File: config.mk
export PLATFORM = sky130hd
export DESIGN_NAME = crim_regbank
export DESIGN_NICKNAME = d
export VERILOG_FILES = /design/src/rtl/crim_pkg.sv /design/src/rtl/crim_sync.sv /design/src/rtl/crim_frame.sv /design/src/rtl/crim_sticky.sv /design/src/rtl/crim_regfile.sv /design/src/rtl/crim_regbank.sv
export SDC_FILE = /design/constraint.sdc
export NUM_CORES = 1
export LEC_CHECK = 0
export BUFFER_PORTS_ARGS = -buffer_cell sky130_fd_sc_hd__buf_2
export CAP_MARGIN = 40
export CORE_ASPECT_RATIO = 0.75
export CORE_MARGIN = 2
export CORE_UTILIZATION = 54
export DETAILED_ROUTE_END_ITERATION = 8
export PLACE_DENSITY = 0.83
export SLEW_MARGIN = 20
export SYNTH_ARGS = -nofsm -noshare
export SYNTH_HDL_FRONTEND = slang
export SYNTH_SLANG_ARGS = --single-unit
File: constraint.sdc
create_clock -name clk -period 2.2 [get_ports clk]
set_input_delay 0.11 -clock clk [delete_from_list [all_inputs] [get_ports clk]]
set_output_delay 0.11 -clock clk [all_outputs]
set_load 0.03 [all_outputs]
File: src/rtl/crim_pkg.sv
package crim_pkg;

   localparam int unsigned DATA_W  = 8;
   localparam int unsigned ADDR_W  = 7;
   localparam int unsigned FRAME_W = 1 + ADDR_W + DATA_W;

   typedef enum logic [ADDR_W-1:0] {
      RA_CMD      = 7'h00,
      RA_FLAGS    = 7'h01,
      RA_ROW_PTR  = 7'h02,
      RA_ROW_DATA = 7'h03,
      RA_ACT      = 7'h04,
      RA_ACC_LO   = 7'h05,
      RA_ACC_HI   = 7'h06,
      RA_FLT_PTR  = 7'h07,
      RA_FLT_DATA = 7'h08,
      RA_FLT_CNT  = 7'h09
   } reg_addr_e;

   // command register bit positions
   localparam int unsigned CMD_BIST  = 0;
   localparam int unsigned CMD_CIM   = 1;
   localparam int unsigned CMD_CLR   = 2;
   localparam int unsigned CMD_IRQEN = 7;

   // status register bit positions
   localparam int unsigned ST_BUSY  = 0;
   localparam int unsigned ST_BIST  = 5;
   localparam int unsigned ST_CIM   = 6;
   localparam int unsigned ST_FAULT = 7;

   // sticky flag vector ordering
   localparam int unsigned FL_BIST  = 0;
   localparam int unsigned FL_CIM   = 1;
   localparam int unsigned FL_FAULT = 2;
   localparam int unsigned FL_N     = 3;

endpackage

File: src/rtl/crim_sync.sv
module crim_sync #(
   parameter int unsigned W      = 3,
   parameter int unsigned STAGES = 2
) (
   input  logic         clk,
   input  logic         rst_n,
   input  logic [W-1:0] rst_val,
   input  logic [W-1:0] d,
   output logic [W-1:0] q
);

   if (STAGES == 0) begin : g_bypass
      logic [W-1:0] unused_rv;
      assign unused_rv = rst_val;
      assign q = d;
   end else begin : g_chain
      logic [W-1:0] stg_q [STAGES];
      always_ff @(posedge clk or negedge rst_n) begin
         if (!rst_n) begin
            for (int i = 0; i < STAGES; i++) stg_q[i] <= rst_val;
         end else begin
            stg_q[0] <= d;
            for (int i = 1; i < STAGES; i++) stg_q[i] <= stg_q[i-1];
         end
      end
      assign q = stg_q[STAGES-1];
   end

endmodule

File: src/rtl/crim_frame.sv
module crim_frame
   import crim_pkg::*;
(
   input  logic              clk,
   input  logic              rst_n,
   input  logic              sck_s,
   input  logic              cs_n_s,
   input  logic              mosi_s,
   input  logic [DATA_W-1:0] rd_data,
   output logic [ADDR_W-1:0] addr,
   output logic              wr_en,
   output logic [DATA_W-1:0] wr_data,
   output logic              miso
);

   localparam int unsigned CNT_W   = $clog2(FRAME_W + 1);
   localparam int unsigned HDR_END = 1 + ADDR_W;

   logic              sck_q;
   logic              sck_rise, sck_fall;
   logic [CNT_W-1:0]  bit_cnt;
   logic [DATA_W-2:0] rx_sr;
   logic [DATA_W-1:0] tx_sr;
   logic              rd_dir;
   logic              load_pend;
   logic [DATA_W-1:0] rx_byte;

   assign sck_rise = sck_s & ~sck_q;
   assign sck_fall = ~sck_s & sck_q;
   assign rx_byte  = {rx_sr, mosi_s};

   always_ff @(posedge clk or negedge rst_n) begin
      if (!rst_n) sck_q <= 1'b0;
      else        sck_q <= sck_s;
   end

   always_ff @(posedge clk or negedge rst_n) begin
      if (!rst_n) begin
         bit_cnt   <= '0;
         rx_sr     <= '0;
         tx_sr     <= '0;
         rd_dir    <= 1'b0;
         addr      <= '0;
         load_pend <= 1'b0;
         wr_en     <= 1'b0;
         wr_data   <= '0;
      end else begin
         wr_en     <= 1'b0;
         load_pend <= 1'b0;
         if (cs_n_s) begin
            bit_cnt <= '0;
            tx_sr   <= '0;
         end else begin
            if (load_pend) tx_sr <= rd_dir ? rd_data : '0;
            if (sck_rise && bit_cnt < CNT_W'(FRAME_W)) begin
               rx_sr   <= rx_byte[DATA_W-2:0];
               bit_cnt <= bit_cnt + 1'b1;
               if (bit_cnt == CNT_W'(HDR_END - 1)) begin
                  rd_dir    <= rx_byte[DATA_W-1];
                  addr      <= rx_byte[ADDR_W-1:0];
                  load_pend <= 1'b1;
               end
               if (bit_cnt == CNT_W'(FRAME_W - 1)) begin
                  wr_en   <= ~rd_dir;
                  wr_data <= rx_byte;
               end
            end else if (sck_fall && bit_cnt > CNT_W'(HDR_END)) begin
               tx_sr <= {tx_sr[DATA_W-2:0], 1'b0};
            end
         end
      end
   end

   assign miso = tx_sr[DATA_W-1];

endmodule

File: src/rtl/crim_sticky.sv
module crim_sticky #(
   parameter int unsigned N = 3
) (
   input  logic         clk,
   input  logic         rst_n,
   input  logic [N-1:0] set,
   input  logic [N-1:0] clr,
   output logic [N-1:0] flag
);

   for (genvar i = 0; i < N; i++) begin : g_flag
      always_ff @(posedge clk or negedge rst_n) begin
         if (!rst_n)      flag[i] <= 1'b0;
         else if (set[i]) flag[i] <= 1'b1;
         else if (clr[i]) flag[i] <= 1'b0;
      end
   end

endmodule

File: src/rtl/crim_regfile.sv
module crim_regfile
   import crim_pkg::*;
#(
   parameter int unsigned ROWS  = 8,
   parameter int unsigned COLS  = 8,
   parameter int unsigned ACC_W = 16
) (
   input  logic                 clk,
   input  logic                 rst_n,
   input  logic                 wr_en,
   input  logic [ADDR_W-1:0]    addr,
   input  logic [DATA_W-1:0]    wdata,
   output logic [DATA_W-1:0]    rdata,
   input  logic                 busy_i,
   input  logic [FL_N-1:0]      flag_set,
   input  logic [ACC_W-1:0]     accum_i,
   input  logic [7:0]           fault_cnt_i,
   input  logic [ROWS*COLS-1:0] fault_map_i,
   output logic [ROWS*COLS-1:0] cells_o,
   output logic [ROWS-1:0]      act_vec_o,
   output logic                 start_bist_o,
   output logic                 start_cim_o,
   output logic                 clear_fault_o,
   output logic [FL_N-1:0]      flags_o,
   output logic                 irq_o
);

   localparam int unsigned RSEL_W = $clog2(ROWS);

   logic [COLS-1:0]   cell_q [ROWS];
   logic [DATA_W-1:0] row_ptr_q, flt_ptr_q, act_q;
   logic              irq_en_q;
   logic              row_ok, flt_ok;
   logic [RSEL_W-1:0] row_idx, flt_idx;
   logic [FL_N-1:0]   flag_clr;
   logic [15:0]       acc_ext;
   logic              wr_cmd, wr_flags;

   assign row_ok  = row_ptr_q < DATA_W'(ROWS);
   assign flt_ok  = flt_ptr_q < DATA_W'(ROWS);
   assign row_idx = row_ptr_q[RSEL_W-1:0];
   assign flt_idx = flt_ptr_q[RSEL_W-1:0];
   assign acc_ext = 16'(accum_i);
   assign wr_cmd   = wr_en && addr == RA_CMD;
   assign wr_flags = wr_en && addr == RA_FLAGS;

   // plain storage registers
   always_ff @(posedge clk or negedge rst_n) begin
      if (!rst_n) begin
         row_ptr_q <= '0;
         flt_ptr_q <= '0;
         act_q     <= '0;
         irq_en_q  <= 1'b0;
      end else if (wr_en) begin
         case (addr)
            RA_CMD:     irq_en_q  <= wdata[CMD_IRQEN];
            RA_ROW_PTR: row_ptr_q <= wdata;
            RA_ACT:     act_q     <= wdata;
            RA_FLT_PTR: flt_ptr_q <= wdata;
            default: ;
         endcase
      end
   end

   // cell array rows
   for (genvar r = 0; r < ROWS; r++) begin : g_row
      always_ff @(posedge clk or negedge rst_n) begin
         if (!rst_n)
            cell_q[r] <= '0;
         else if (wr_en && addr == RA_ROW_DATA && row_ok && row_idx == RSEL_W'(r))
            cell_q[r] <= wdata[COLS-1:0];
      end
      assign cells_o[r*COLS +: COLS] = cell_q[r];
   end

   // command pulses
   always_ff @(posedge clk or negedge rst_n) begin
      if (!rst_n) begin
         start_bist_o  <= 1'b0;
         start_cim_o   <= 1'b0;
         clear_fault_o <= 1'b0;
      end else begin
         start_bist_o  <= wr_cmd && wdata[CMD_BIST];
         start_cim_o   <= wr_cmd && wdata[CMD_CIM];
         clear_fault_o <= wr_cmd && wdata[CMD_CLR];
      end
   end

   // sticky status flags
   always_comb begin
      flag_clr           = '0;
      flag_clr[FL_BIST]  = wr_flags && wdata[ST_BIST];
      flag_clr[FL_CIM]   = wr_flags && wdata[ST_CIM];
      flag_clr[FL_FAULT] = (wr_flags && wdata[ST_FAULT]) || clear_fault_o;
   end

   crim_sticky #(.N(FL_N)) u_sticky (
      .clk   (clk),
      .rst_n (rst_n),
      .set   (flag_set),
      .clr   (flag_clr),
      .flag  (flags_o)
   );

   assign irq_o     = irq_en_q && (flags_o[FL_BIST] || flags_o[FL_CIM]);
   assign act_vec_o = act_q[ROWS-1:0];

   // read mux
   always_comb begin
      rdata = '0;
      case (addr)
         RA_CMD:      rdata[CMD_IRQEN] = irq_en_q;
         RA_FLAGS: begin
            rdata[ST_BUSY]  = busy_i;
            rdata[ST_BIST]  = flags_o[FL_BIST];
            rdata[ST_CIM]   = flags_o[FL_CIM];
            rdata[ST_FAULT] = flags_o[FL_FAULT];
         end
         RA_ROW_PTR:  rdata = row_ptr_q;
         RA_ROW_DATA: rdata = row_ok ? DATA_W'(cell_q[row_idx]) : '0;
         RA_ACT:      rdata = act_q;
         RA_ACC_LO:   rdata = acc_ext[7:0];
         RA_ACC_HI:   rdata = acc_ext[15:8];
         RA_FLT_PTR:  rdata = flt_ptr_q;
         RA_FLT_DATA: rdata = flt_ok ? DATA_W'(fault_map_i[flt_idx*COLS +: COLS]) : '0;
         RA_FLT_CNT:  rdata = fault_cnt_i;
         default:     rdata = '0;
      endcase
   end

endmodule

File: src/rtl/crim_regbank.sv
module crim_regbank
   import crim_pkg::*;
#(
   parameter int unsigned ROWS        = 8,
   parameter int unsigned COLS        = 8,
   parameter int unsigned ACC_W       = 16,
   parameter int unsigned SYNC_STAGES = 2
) (
   input  logic                 clk,
   input  logic                 rst_n,
   input  logic                 spi_sck,
   input  logic                 spi_cs_n,
   input  logic                 spi_mosi,
   output logic                 spi_miso,
   input  logic                 busy_i,
   input  logic                 bist_done_set_i,
   input  logic                 cim_done_set_i,
   input  logic                 fault_set_i,
   input  logic [ACC_W-1:0]     accum_i,
   input  logic [7:0]           fault_cnt_i,
   input  logic [ROWS*COLS-1:0] fault_map_i,
   output logic [ROWS*COLS-1:0] cells_o,
   output logic [ROWS-1:0]      act_vec_o,
   output logic                 start_bist_o,
   output logic                 start_cim_o,
   output logic                 clear_fault_o,
   output logic                 bist_done_o,
   output logic                 cim_done_o,
   output logic                 fault_ever_o,
   output logic                 irq_o
);

   // elaboration-time parameter checks
   if (ROWS < 2 || ROWS > DATA_W) begin : g_bad_rows
      $error("ROWS must lie in 2..8");
   end
   if (COLS < 1 || COLS > DATA_W) begin : g_bad_cols
      $error("COLS must lie in 1..8");
   end
   if (ACC_W < 1 || ACC_W > 16) begin : g_bad_acc
      $error("ACC_W must lie in 1..16");
   end
   if (SYNC_STAGES > 4) begin : g_bad_sync
      $error("SYNC_STAGES must not exceed 4");
   end

   logic [2:0]        pins_s;
   logic [ADDR_W-1:0] f_addr;
   logic              f_wr;
   logic [DATA_W-1:0] f_wdata, f_rdata;
   logic [FL_N-1:0]   fl_set, fl_q;

   crim_sync #(.W(3), .STAGES(SYNC_STAGES)) u_sync (
      .clk     (clk),
      .rst_n   (rst_n),
      .rst_val (3'b010),
      .d       ({spi_sck, spi_cs_n, spi_mosi}),
      .q       (pins_s)
   );

   crim_frame u_frame (
      .clk     (clk),
      .rst_n   (rst_n),
      .sck_s   (pins_s[2]),
      .cs_n_s  (pins_s[1]),
      .mosi_s  (pins_s[0]),
      .rd_data (f_rdata),
      .addr    (f_addr),
      .wr_en   (f_wr),
      .wr_data (f_wdata),
      .miso    (spi_miso)
   );

   always_comb begin
      fl_set           = '0;
      fl_set[FL_BIST]  = bist_done_set_i;
      fl_set[FL_CIM]   = cim_done_set_i;
      fl_set[FL_FAULT] = fault_set_i;
   end

   crim_regfile #(.ROWS(ROWS), .COLS(COLS), .ACC_W(ACC_W)) u_regs (
      .clk           (clk),
      .rst_n         (rst_n),
      .wr_en         (f_wr),
      .addr          (f_addr),
      .wdata         (f_wdata),
      .rdata         (f_rdata),
      .busy_i        (busy_i),
      .flag_set      (fl_set),
      .accum_i       (accum_i),
      .fault_cnt_i   (fault_cnt_i),
      .fault_map_i   (fault_map_i),
      .cells_o       (cells_o),
      .act_vec_o     (act_vec_o),
      .start_bist_o  (start_bist_o),
      .start_cim_o   (start_cim_o),
      .clear_fault_o (clear_fault_o),
      .flags_o       (fl_q),
      .irq_o         (irq_o)
   );

   assign bist_done_o  = fl_q[FL_BIST];
   assign cim_done_o   = fl_q[FL_CIM];
   assign fault_ever_o = fl_q[FL_FAULT];

endmodule

-- Word-level counts from Yosys, hierarchy flattened
Cells that the tools add are included.
- add/sub/neg operators: 1
- multipliers: 0
- divide/modulo/power cells: 0
- $lt $le $gt $ge: 5
- equality and inequality tests: 18
- shift-type cells: 1
- muxes and demuxes: 28
- bitwise gates (word level): 7
- reductions and logical operators: 36
- operator list (operator ; count):
    8-bit two-way mux ; 9
    64-bit by 7-bit indexed part select with 8-bit output ; 1
    4-bit one-hot mux with 8 select lines ; 1
    7-bit by 3-bit == test with 1-bit output (second input constant) ; 4
    8-bit binary-select mux with 3-bit select ; 1
    1-bit logical AND ; 21
    2-bit one-hot mux with 9 select lines ; 1
    8-bit by 4-bit less-than comparator with 1-bit output (second input constant) ; 2
    7-bit by 2-bit == test with 1-bit output (second input constant) ; 2
    7-bit by 4-bit == test with 1-bit output (second input constant) ; 2
    3-bit == test (second input constant) ; 4
    1-bit two-way mux ; 12
    5-bit two-way mux ; 2
    1-bit one-hot mux with 10 select lines ; 1
    2-bit AND reduction ; 5
    1-bit one-hot mux with 9 select lines ; 1
    2-bit nonzero test ; 4
    7-bit by 1-bit == test with 1-bit output (second input constant) ; 1
    7-bit logical NOT ; 1
    3-bit by 2-bit == test with 1-bit output (second input constant) ; 2
    3-bit AND reduction ; 2
    5-bit by 1-bit adder with 5-bit output (second input constant) ; 1
    5-bit by 3-bit == test with 1-bit output (second input constant) ; 1
    5-bit by 4-bit == test with 1-bit output (second input constant) ; 1
    9 further kinds ; 14
- register bits after elaboration: 140
- latch bits: 0
- RAM bits: 0
- ROM bits: 0
- word-level logic and storage cells: 125
- memories kept: 0

-- Logic depth before layout (Yosys ltp)
- word-level depth: 11
- depth in mapped cells: 7
- mapped depth without buffers: 6

-- Worst setup path after synthesis
No wires, ideal clock.
- path type: register to register
- start: register u_frame.addr[6]
- end: register u_regs.cell_q, in the netlist u_regs.cells_o[0]
- library setup time: 125 ps
- arrival: 1826 ps
- required time: 2075 ps
- path slack: 250 ps
- stages on the path, launching flop included: 5
- path through: dfrtp_1 > nor3_4 > nand3_2 > nor4b_4 > mux2_2
- cells in the longest elaborated chain, start to end: 4
- ends and longest elaborated chain (element ; RTL line ; source):
    start, declared ; crim_frame.sv:10 ; output logic [ADDR_W-1:0] addr,
    start signal, assigned ; crim_frame.sv:60 ; addr <= rx_byte[ADDR_W-1:0];
    7-bit by 2-bit == test with 1-bit output ; crim_regfile.sv:70 ; else if (wr_en && addr == RA_ROW_DATA && row_ok && row_idx == RSEL_W'(r))
    1-bit logical AND (3 in series) ; crim_regfile.sv:70 ;
    end signal, assigned by index ; crim_regfile.sv:71 ; cell_q[r] <= wdata[COLS-1:0];
    end, declared ; crim_regfile.sv:30 ; logic [COLS-1:0] cell_q [ROWS];
Every way passes these cells.
A chain may end at the register's enable or synchronous reset.

-- Worst setup path after layout
- start: register u_frame.addr[6]
- end: register u_regs.act_q[2], in the netlist u_regs.act_vec_o[2]
- cells in the longest elaborated chain, start to end: 2
- ends and longest elaborated chain (element ; RTL line ; source):
    7-bit by 3-bit == test with 1-bit output ; crim_regfile.sv:55 ; case (addr)
    2-bit AND reduction (no line) ; -- ;
    end signal, assigned ; crim_regfile.sv:58 ; RA_ACT: act_q <= wdata;
    end, declared ; crim_regfile.sv:31 ; logic [DATA_W-1:0] row_ptr_q, flt_ptr_q, act_q;
Every way passes these cells.

==> results.sh <==
export IMPL_grt_pass1_vias=6017
export IMPL_crit_buf_inv=0
export IMPL_crit_type="reg -> reg"
export IMPL_clock_root_buffer="clkbuf_16"
export IMPL_path_cells="or4_4 > nor3b_4 > nand2_2 > mux2_2"
export IMPL_clock_sinks=140
export IMPL_cts_max_path_buffers=2
export IMPL_final_max_slew_viol_count=0
export IMPL_viasPerCell=6.16
export IMPL_crit_family="simple AND/OR/NAND/NOR gates"
export IMPL_hpwl_mm=15.9
export IMPL_min_period_ps=2080
export IMPL_syn_area_um2=7160
export IMPL_drc=0
export IMPL_cp_start_kind="register"
export IMPL_die_w_um=137
export IMPL_maxCapViolations=0
export IMPL_syn_avg_cell_area_um2=13.0
export IMPL_synth_nets=649
export IMPL_rsz0062_at_grt="false"
export IMPL_yosys_area_share_simple_pct=11.1
export IMPL_grt_overflow=0
export IMPL_n_fill_cell=912
export IMPL_drive_gt1_share_pct=53.8
export IMPL_antenna_found_initial=0
export IMPL_syn_instance_count=549
export IMPL_drtAntennaViolNets=0
export IMPL_total_power_mw=6.01
export IMPL_cp_arrival_ps=2370
export IMPL_fmax_mhz=481
export IMPL_r2r_start="u_frame.addr[6]"
export IMPL_fin_worst_skew_ps=17.2
export IMPL_grt_total_usage_pct=32.2
export IMPL_post_route_period_util_pct=94.6
export IMPL_rows=36
export IMPL_ys_flop_type="dfrtp_1"
export IMPL_drt_iter0_markers=399
export IMPL_wl_per_cell_um=24.0
export IMPL_cts_made_buffers=17
export IMPL_fp_dieH_um=104
export IMPL_slew_headroom_pct=48.8
export IMPL_htree_levels=4
export IMPL_io_pins=177
export IMPL_yosys_register_bits=140
export IMPL_numPortBuffers=176
export IMPL_synth_area_leader_cell="dfrtp_1"
export IMPL_status="finished clean"
export IMPL_finalHoldViolCount=0
export IMPL_crit_start="u_frame.addr[6]"
export IMPL_synth_mux_area_share_pct=29.5
export IMPL_wl_mm=22.5
export IMPL_power_leakage_nw=4.47
export IMPL_fin_nets=856
export IMPL_end_kind="register"
export IMPL_seq_area_frac_synth_pct=48.9
export IMPL_grt_first_pass_wirelength_mm=34.0
export IMPL_fin_util_pct=70.2
export IMPL_synthAdderAreaFrac_pct=0.524
export IMPL_dieArea_um2=14200
export IMPL_yosysWarnings=0
export IMPL_synthTopCellsByArea="dfrtp_1 48%, mux2_2 18%, mux4_2 10%, nand2_1 2.4%, a21oi_1 1.7%"
export IMPL_worstMarginPinSlew_ps=768
export IMPL_start_util_pct=55.2
export IMPL_cp_data_required_time_ps=2490
export IMPL_dr_pass1_iters=6
export IMPL_cpPeakStageDelay_ps=600
export IMPL_holdCritStartpoint="fault_cnt_i[4]"
export IMPL_vias=5780
export IMPL_setup_viol=0
export IMPL_synth_top_family_by_area="multiplexers"
export IMPL_synth_compound_area_share_pct=6.88
export IMPL_slowest_stage="or4_4"
export IMPL_async_reset_ff_share_pct=100
export IMPL_core_area_um2=13000
export IMPL_irDropWorstVdd_uv=525
export IMPL_clkLatencyLatePin_ps=420
export IMPL_power_density_nw_per_um2=660
export IMPL_grt_start_max_net_pins=50
export IMPL_synthDominantCellAreaShare_pct=48.2
export IMPL_clk_pin_slew_ps=60
export IMPL_yosysUniqueCellTypes=66
export IMPL_synth_xor_area_share_pct=0.367
export IMPL_gp_congestion=0.941
export IMPL_tritoncts="yes"
export IMPL_holdCritPathClass="in -> reg"
export IMPL_tns_ps=0
export IMPL_synth_edf_count=0
export IMPL_cp_max_fo=8
export IMPL_antennaDiodeCount=0
export IMPL_syn2layout_area_growth_pct=27.2
## timing repair
item | CTS | global route
endpoints found under the setup margin | 13 | 63
cloned | 0 | 0
hold buffers | 7 | 0
gates resized for setup | 1 | 0
buffers inserted | 0 | 1
hold endpoints to repair | 50 | 0
pin swaps | 0 | 0
## placed cells by master (no fill, tap or decap), drive strengths merged, types with 5 or more instances in the layout
master       instances
a211oi               5
nand2b              15
clkbuf              21
a21oi               25
nor4b                5
nor2                21
inv                 10
nor3                 6
dlygate4sd3          7
mux4                32
dfrtp              138
buf                213
nand2               46
o21ai                7
nor2b                5
mux2               116
mux2i                9
and3                 5
nand3                8
## worst register-to-register path, delay by kind of cell, from the launching register on
family,cells,cell delay (ps)
AND/OR/NAND/NOR,3,1160
multiplexers,1,330
flip-flops,1,450
## cell usage after synthesis, types with 5 or more instances
| library cell | number |
|---|---|
| a211oi_1 | 5 |
| nor3_1 | 5 |
| dfrtp_1 | 138 |
| inv_1 | 9 |
| o21ai_0 | 7 |
| mux2i_1 | 9 |
| nand2b_1 | 15 |
| buf_2 | 10 |
| mux2_2 | 116 |
| nand3_2 | 5 |
| mux4_2 | 32 |
| nand2_1 | 45 |
| a21oi_1 | 25 |
| clkbuf_1 | 17 |
| nor2b_1 | 5 |
| nor2_1 | 19 |
## area by class of cell
type | instances | area (µm²) | share of cell area [%]
clock buffers | 21 | 460 | 5.05
repair buffers | 220 | 1260 | 13.8
well taps | 171 | 214 | 2.35
inverters | 10 | 37.5 | 0.412
flip-flops and latches | 140 | 3510 | 38.5
multi-input cells | 367 | 3470 | 38.1
clock inverters | 10 | 163 | 1.79
## per-layer routing
layer | wire [µm] | global-route usage (%) | vias up
li1 | - | - | 2460
met1 | 9050 | 43.7 | 2918
met2 | 10700 | 50.1 | 347
met3 | 2160 | 7.88 | 55
met4 | 593 | 12.4 | 0
met5 | 0 | 0 | -
## power breakdown
group	internal [mW]	switching, mW
combinational	0.152	0.128
sequential	2.64	0.0645
clock	1.95	1.08
## path summary, 6_finish.rpt
path | endpoint | slack, ps | depth (start not counted)
max in group asynchronous | u_regs.cells_o[37] | 1090 | 3
min in group asynchronous | u_frame.addr[3] | 290 | 2
setup reg to reg | u_regs.act_vec_o[2] | 120 | 4
hold reg to reg | u_sync.q[0] | 350 | 0
setup / recovery | u_regs.act_vec_o[2] | 120 | 4
hold / removal | u_frame.tx_sr[4] | 210 | 4
## kinds of logic after synthesis
kind of cell    after synthesis
compound gates               73
xor+xnor                      3
fa+ha+maj                     3
buf+inv                      42
flops                       140
mux                         157
simple gates                131
## registers in the layout, indices dropped and copies added (netlist names), 3 cells and up
signal                cells
u_regs.act_vec_o          8
u_regs.cells_o           64
u_regs.row_ptr_q          8
u_sync.g_chain.stg_q      3
u_sync.q                  3
u_regs.u_sticky.flag      3
u_frame.addr              7
u_frame.wr_data           8
u_frame.rx_sr             7
u_frame.bit_cnt           5
u_frame.tx_sr             8
u_regs.flt_ptr_q          8
## through the flow
step	setup WS (ps)	instances	instance area (µm²)	hold WS (ps)
final	119	939	9110	212
after global routing	20.9	939	9110	211
after CTS	57.2	938	9100	178
after detailed placement	15.0	900	8410	203
after global placement	123	900	8410	193
after floorplan	250	549	7160	-186
Power figures use the tool's default switching activity.
